===== src/rtl/wog_pkg.sv =====
package wog_pkg;

  typedef enum logic [1:0] {
    LINE_INV  = 2'b00,
    LINE_SHR  = 2'b01,
    LINE_EXCL = 2'b10,
    LINE_MOD  = 2'b11
  } line_state_e;

  // Lines held exclusively (clean or dirty) are the ones gated on the drain flag.
  function automatic logic owns_line(input logic [1:0] st);
    return (st == LINE_EXCL) || (st == LINE_MOD);
  endfunction

endpackage


===== src/rtl/wog_region_table.sv =====
module wog_region_table #(
  parameter int ADDR_W      = 32,
  parameter int NUM_REGIONS = 8,
  parameter int IDX_W       = 3
) (
  input  logic              clk,
  input  logic              rst,
  input  logic              cfg_we,
  input  logic [IDX_W-1:0]  cfg_idx,
  input  logic [ADDR_W-1:0] cfg_base,
  input  logic [ADDR_W-1:0] cfg_mask,
  input  logic              cfg_weak,
  input  logic [ADDR_W-1:0] lookup_addr,
  output logic              weak_hit
);

  logic [NUM_REGIONS-1:0] entry_hit;

  for (genvar g = 0; g < NUM_REGIONS; g++) begin : g_entry
    logic [ADDR_W-1:0] base_q;
    logic [ADDR_W-1:0] mask_q;
    logic              weak_q;
    logic              sel;

    assign sel = cfg_we && (cfg_idx == IDX_W'(g));

    always_ff @(posedge clk) begin
      if (rst) begin
        base_q <= '0;
        mask_q <= '0;
        weak_q <= 1'b0;
      end else if (sel) begin
        base_q <= cfg_base;
        mask_q <= cfg_mask;
        weak_q <= cfg_weak;
      end
    end

    assign entry_hit[g] = weak_q && ((lookup_addr & mask_q) == (base_q & mask_q));
  end

  assign weak_hit = |entry_hit;

endmodule


===== src/rtl/wog_wr_tracker.sv =====
module wog_wr_tracker #(
  parameter int CNT_W = 4
) (
  input  logic             clk,
  input  logic             rst,
  input  logic             wr_issue,
  input  logic             wr_done,
  input  logic             sample_en,
  input  logic             empty_n,
  output logic [CNT_W-1:0] outstanding,
  output logic             none_pending,
  output logic             empty_seen
);

  localparam logic [CNT_W-1:0] CNT_ONE = {{(CNT_W-1){1'b0}}, 1'b1};
  localparam logic [CNT_W-1:0] CNT_MAX = {CNT_W{1'b1}};

  always_ff @(posedge clk) begin
    if (rst) begin
      outstanding <= '0;
    end else begin
      unique case ({wr_issue, wr_done})
        2'b10: if (outstanding != CNT_MAX) outstanding <= outstanding + CNT_ONE;
        2'b01: if (outstanding != '0)      outstanding <= outstanding - CNT_ONE;
        default: outstanding <= outstanding;
      endcase
    end
  end

  // Drain flag: captured only while an external write cycle is on the bus.
  always_ff @(posedge clk) begin
    if (rst)            empty_seen <= 1'b1;
    else if (sample_en) empty_seen <= ~empty_n;
  end

  assign none_pending = (outstanding == '0);

endmodule


===== src/rtl/wog_decide.sv =====
module wog_decide
  import wog_pkg::*;
(
  input  logic       req_valid,
  input  logic [1:0] line_state,
  input  logic       weak_hit,
  input  logic       none_pending,
  input  logic       empty_seen,
  output logic       commit_c,
  output logic       stall_c
);

  logic order_block;
  logic drain_block;

  always_comb begin
    order_block = !none_pending;
    drain_block = owns_line(line_state) && !empty_seen;
    stall_c     = req_valid && !weak_hit && (order_block || drain_block);
    commit_c    = req_valid && !stall_c;
  end

endmodule


===== src/rtl/wr_order_gate.sv =====
module wr_order_gate #(
  parameter int ADDR_W      = 32,
  parameter int NUM_REGIONS = 8,
  parameter int CNT_W       = 4,
  localparam int IDX_W      = (NUM_REGIONS > 1) ? $clog2(NUM_REGIONS) : 1
) (
  input  logic              clk,
  input  logic              rst,
  input  logic              ext_empty_n,
  input  logic              bus_wr_cycle,
  input  logic              bus_wr_issue,
  input  logic              bus_wr_done,
  input  logic              req_valid,
  input  logic [ADDR_W-1:0] req_addr,
  input  logic [1:0]        req_line_state,
  input  logic              cfg_we,
  input  logic [IDX_W-1:0]  cfg_idx,
  input  logic [ADDR_W-1:0] cfg_base,
  input  logic [ADDR_W-1:0] cfg_mask,
  input  logic              cfg_weak,
  output logic              commit_en,
  output logic              stall
);

  logic             weak_hit;
  logic [CNT_W-1:0] outstanding;
  logic             none_pending;
  logic             empty_seen;
  logic             commit_c;
  logic             stall_c;

  wog_region_table #(
    .ADDR_W      (ADDR_W),
    .NUM_REGIONS (NUM_REGIONS),
    .IDX_W       (IDX_W)
  ) u_regions (
    .clk         (clk),
    .rst         (rst),
    .cfg_we      (cfg_we),
    .cfg_idx     (cfg_idx),
    .cfg_base    (cfg_base),
    .cfg_mask    (cfg_mask),
    .cfg_weak    (cfg_weak),
    .lookup_addr (req_addr),
    .weak_hit    (weak_hit)
  );

  wog_wr_tracker #(
    .CNT_W (CNT_W)
  ) u_tracker (
    .clk          (clk),
    .rst          (rst),
    .wr_issue     (bus_wr_issue),
    .wr_done      (bus_wr_done),
    .sample_en    (bus_wr_cycle),
    .empty_n      (ext_empty_n),
    .outstanding  (outstanding),
    .none_pending (none_pending),
    .empty_seen   (empty_seen)
  );

  wog_decide u_decide (
    .req_valid    (req_valid),
    .line_state   (req_line_state),
    .weak_hit     (weak_hit),
    .none_pending (none_pending),
    .empty_seen   (empty_seen),
    .commit_c     (commit_c),
    .stall_c      (stall_c)
  );

  always_ff @(posedge clk) begin
    if (rst) begin
      commit_en <= 1'b0;
      stall     <= 1'b0;
    end else begin
      commit_en <= commit_c;
      stall     <= stall_c;
    end
  end

endmodule


===== config.mk =====
export PLATFORM = sky130hd
export DESIGN_NAME = wr_order_gate
export DESIGN_NICKNAME = d
export VERILOG_FILES = /design/src/rtl/wog_pkg.sv /design/src/rtl/wog_region_table.sv /design/src/rtl/wog_wr_tracker.sv /design/src/rtl/wog_decide.sv /design/src/rtl/wr_order_gate.sv
export SDC_FILE = /design/constraint.sdc
export NUM_CORES = 1
export LEC_CHECK = 0
export ABC_AREA = 1
export BUFFER_PORTS_ARGS = -buffer_cell sky130_fd_sc_hd__buf_2
export CAP_MARGIN = 25
export CORE_MARGIN = 1
export CORE_UTILIZATION = 35
export CTS_CLUSTER_DIAMETER = 120
export CTS_CLUSTER_SIZE = 28
export DETAILED_ROUTE_END_ITERATION = 16
export GPL_ROUTABILITY_DRIVEN = 1
export REMOVE_ABC_BUFFERS = 1
export SETUP_SLACK_MARGIN = 0.1
export SYNTH_ARGS = -nofsm -noshare
export SYNTH_HDL_FRONTEND = slang
export SYNTH_SLANG_ARGS = --single-unit

===== constraint.sdc =====
create_clock -name clk -period 2.5 [get_ports clk]
set_input_delay 0 -clock clk [delete_from_list [all_inputs] [get_ports clk]]
set_output_delay 0 -clock clk [all_outputs]
set_load 0.005 [all_outputs]

==> impl_metrics.json <==
{
  "skew_ns": 0.0254,
  "h-tree-depth": 1,
  "num_rows": 93,
  "path_cells": "dlygate4sd3_1 > buf_2 > ha_1 > dlygate4sd3_1 > inv_1 > nand2_1 > nor2_1 > inv_1 > nand2_1 > a21oi_1 > dlygate4sd3_1",
  "finalHoldViolations": 0,
  "wl_per_cell_um": 15.9,
  "core_um2": 64700,
  "drv_slew": 0,
  "yosys_register_bits": 527,
  "routed_wl_um": 68100,
  "antenna_left": 0,
  "dieArea_um2": 66800,
  "clock_path_buffers": 3,
  "first_pass_iters": 5,
  "regToRegSetupSlack_ns": 0.58,
  "max_cap_viol_count": 0,
  "syn_to_final_growth_pct": 10.1,
  "arrival_ns": 2.68,
  "cp-start-kind": "input port",
  "io_pins": 112,
  "syn-cell-area_um2": 23000,
  "overflow": 0,
  "postCtsSetupBuffers": 0,
  "nets": 3525,
  "gp_congestion": 0.786,
  "register_area_um2": 10600,
  "hold_class": "input port to flop",
  "synth.distinct_cells": 31,
  "synth_common_cells": "nor2_1 (832), o21ai_0 (546), dfxtp_1 (527)",
  "synth_area_leaders": "dfxtp_1 (46%), nor2_1 (14%), o21ai_0 (12%), nand2_1 (7.8%), a21oi_1 (5.3%)",
  "cp-end-kind": "flop",
  "cts.sinks": 527,
  "synth_flop_cell": "dfxtp_1",
  "netlist_instances": 3402,
  "min_path_cells": 7,
  "start_util": 0.356,
  "grt_pass1_wl_um": 106000,
  "multi_input_area_um2": 10500,
  "drive_above_1_share": 0.0607,
  "setup_tns_ns": 0,
  "r2r_end": "u_tracker.outstanding[2]",
  "p_leak_nw": 10.7,
  "die_y_um": 258,
  "grt_pass1_vias": 18493,
  "num-fill-cells": 6916,
  "hpwlAfterDp_um": 42200,
  "pre_cts_slack_ns": 0.739,
  "worstSetupPathType": "input port to flop",
  "finalSetupViolCount": 0,
  "crit_slowest_cell": "dlygate4sd3_1",
  "synth-edff-count": 0,
  "clockRootBuffer": "clkbuf_16",
  "worst_slack_ns": 0.294,
  "total_power_mw": 15.0,
  "min_period_over_period": 0.882,
  "cts_tree": "built",
  "rsz0062_at_grt": "false",
  "synth.avg_cell_area_um2": 6.77,
  "r2r_start": "u_tracker.outstanding[0]",
  "ys_warn_count": 0,
  "grt_max_degree": 102,
  "synth_top_area_share": 0.458,
  "worstMarginPinSlew_ns": 0.856,
  "max_slew_margin": 0.429,
  "post-route-drc-count": 0,
  "clk_pin_slew_ns": 0.10,
  "synth_top_area_cell": "dfxtp_1",
  "num_vias": 20891,
  "cpLargestDelayFamily": "buffers and inverters",
  "grt_usage": 0.199,
  "min_to": "u_tracker.outstanding[3]",
  "drtIter0Drc": 1552,
  "synthArstFlopShare": 0,
  "cp_max_fo": 6,
  "route.detailed.vias_per_inst": 4.89,
  "yosysMostFrequentCell": "nor2_1",
  "status": "finished clean",
  "peakVddDrop_uv": 454,
  "p_per_area_nw_per_um2": 591,
  "die_w_um": 258,
  "clock_latency_ns": 0.58,
  "antenna_found_initial": 9,
  "numCtsBuffers": 23,
  "path_buf_inv": 6,
  "hold_start": "bus_wr_issue",
  "r2r_cells": 6,
  "seq_area_frac_synth": 0.458,
  "path_common_cell": "dlygate4sd3_1",
  "max_freq_mhz": 453,
  "period_needed_ns": 2.21,
  "critPathMaxStageDelay_ns": 0.56,
  "cp_data_required_time_ns": 2.98,
  "portBuffers": 110
}
-- power breakdown --
| part | switching (mW) | internal [mW] | total [mW] |
|---|---|---|---|
| Clock | 2.77 | 1.70 | 4.47 |
| Combinational | 1.12 | 0.534 | 1.65 |
| Sequential | 0.158 | 8.70 | 8.86 |
| Total | 4.04 | 10.9 | 15.0 |
-- metrics by stage --
| step | hold slack, ns | instances | util | instance area, µm² |
|---|---|---|---|---|
| 2_1_floorplan | 0.0691 | 3169 | - | 22000 |
| 3_3_place_gp | 0.188 | 4165 | 0.370 | 23900 |
| 3_5_place_dp | 0.190 | 4165 | 0.370 | 23900 |
| 4_1_cts | 0.0197 | 4263 | 0.391 | 25300 |
| 5_1_grt | 0.194 | 4268 | 0.392 | 25300 |
| 6_report | 0.0868 | 4271 | 0.392 | 25300 |
-- layout by cell type, fill, tap and decap left out, types with 2 or more instances in the layout --
master         synthesis  layout
o21ai_1               17      17
nor2_4                 4       8
inv_2                 26      19
nand3_1              231     231
or2_1                  2       2
dfxtp_1              527     527
buf_4                  6      24
nor2_1               832     831
buf_12                 0       8
a21oi_1              246     246
buf_2                 62     110
xor2_1                 2       2
clkinv_2               0       5
ha_1                   4       4
inv_6                  0       2
diode_2                0       5
o21ai_0              546     546
xnor2_1                7       7
inv_4                  0       3
inv_1                227     225
nand2_1              477     477
clkbuf_16              0      23
o21a_1                 3       3
nand4_1                7       7
dlygate4sd3_1          0      73
-- state kept, by name, summed over array words and instances (netlist names) --
name and cells:
u_tracker.empty_seen 1, commit_en 1, u_tracker.outstanding 4, u_regions.g_entry.base_q 256, u_regions.g_entry.mask_q 256, u_regions.g_entry.weak_q 8, stall 1
-- how the worst max path moves through the flow --
stage / from / end / slack [ns] / depth (start not counted)
floorplan: rst / u_regions.g_entry[2].base_q[0] / -0.89 / 3
finish: bus_wr_done / u_tracker.outstanding[2] / 0.29 / 11
CTS: bus_wr_done / u_tracker.outstanding[2] / 0.34 / 11
global placement: req_addr[25] / commit_en / 0.75 / 14
global route: bus_wr_done / u_tracker.outstanding[2] / 0.14 / 11
detailed placement: req_addr[25] / stall / 0.74 / 12
-- cells by family (layout without fill, tap and decap cells) --
kind of cell | after synthesis | after routing | synth area share
simple gates | 1561 | 1561 | 0.270
buf+inv | 486 | 495 | 0.0871
compound gates | 814 | 814 | 0.178
fa+ha+maj | 5 | 5 | 0.00304
xor+xnor | 9 | 9 | 0.00343
other cells | 0 | 5 | 0
flops | 527 | 527 | 0.458
-- metal layers --
layer  vias to the layer above  GRT usage  part of all wire
met5                         -          0           0.00072
met4                         8     0.0332             0.016
met3                        68     0.0236             0.049
met2                       412      0.319              0.45
met1                      9534      0.289              0.48
li1                      10869          -                 -
-- repair_timing --
action                    CTS  global route
resized for setup           0             0
hold buffers               72             1
hold endpoints to repair  526             1
-- final cells by class --
| type | count | share of cell area |
|---|---|---|
| timing repair buffer | 216 | 0.0651 |
| antenna | 5 | 0.000494 |
| clock buffer | 23 | 0.0227 |
| multi-input combinational | 2389 | 0.414 |
| sequential | 527 | 0.416 |
| clock inverter | 3 | 0.00148 |
| tap | 855 | 0.0422 |
| inverter | 253 | 0.0383 |
-- worst min-delay path, cell delays in order --
cell and delay, ns:
buf_2 0.09, ha_1 0.13, nand3_1 0.07, nor2_1 0.08, nor2_1 0.10, nand2_1 0.08
a21oi_1 0.06
Power figures use the tool's default switching activity.
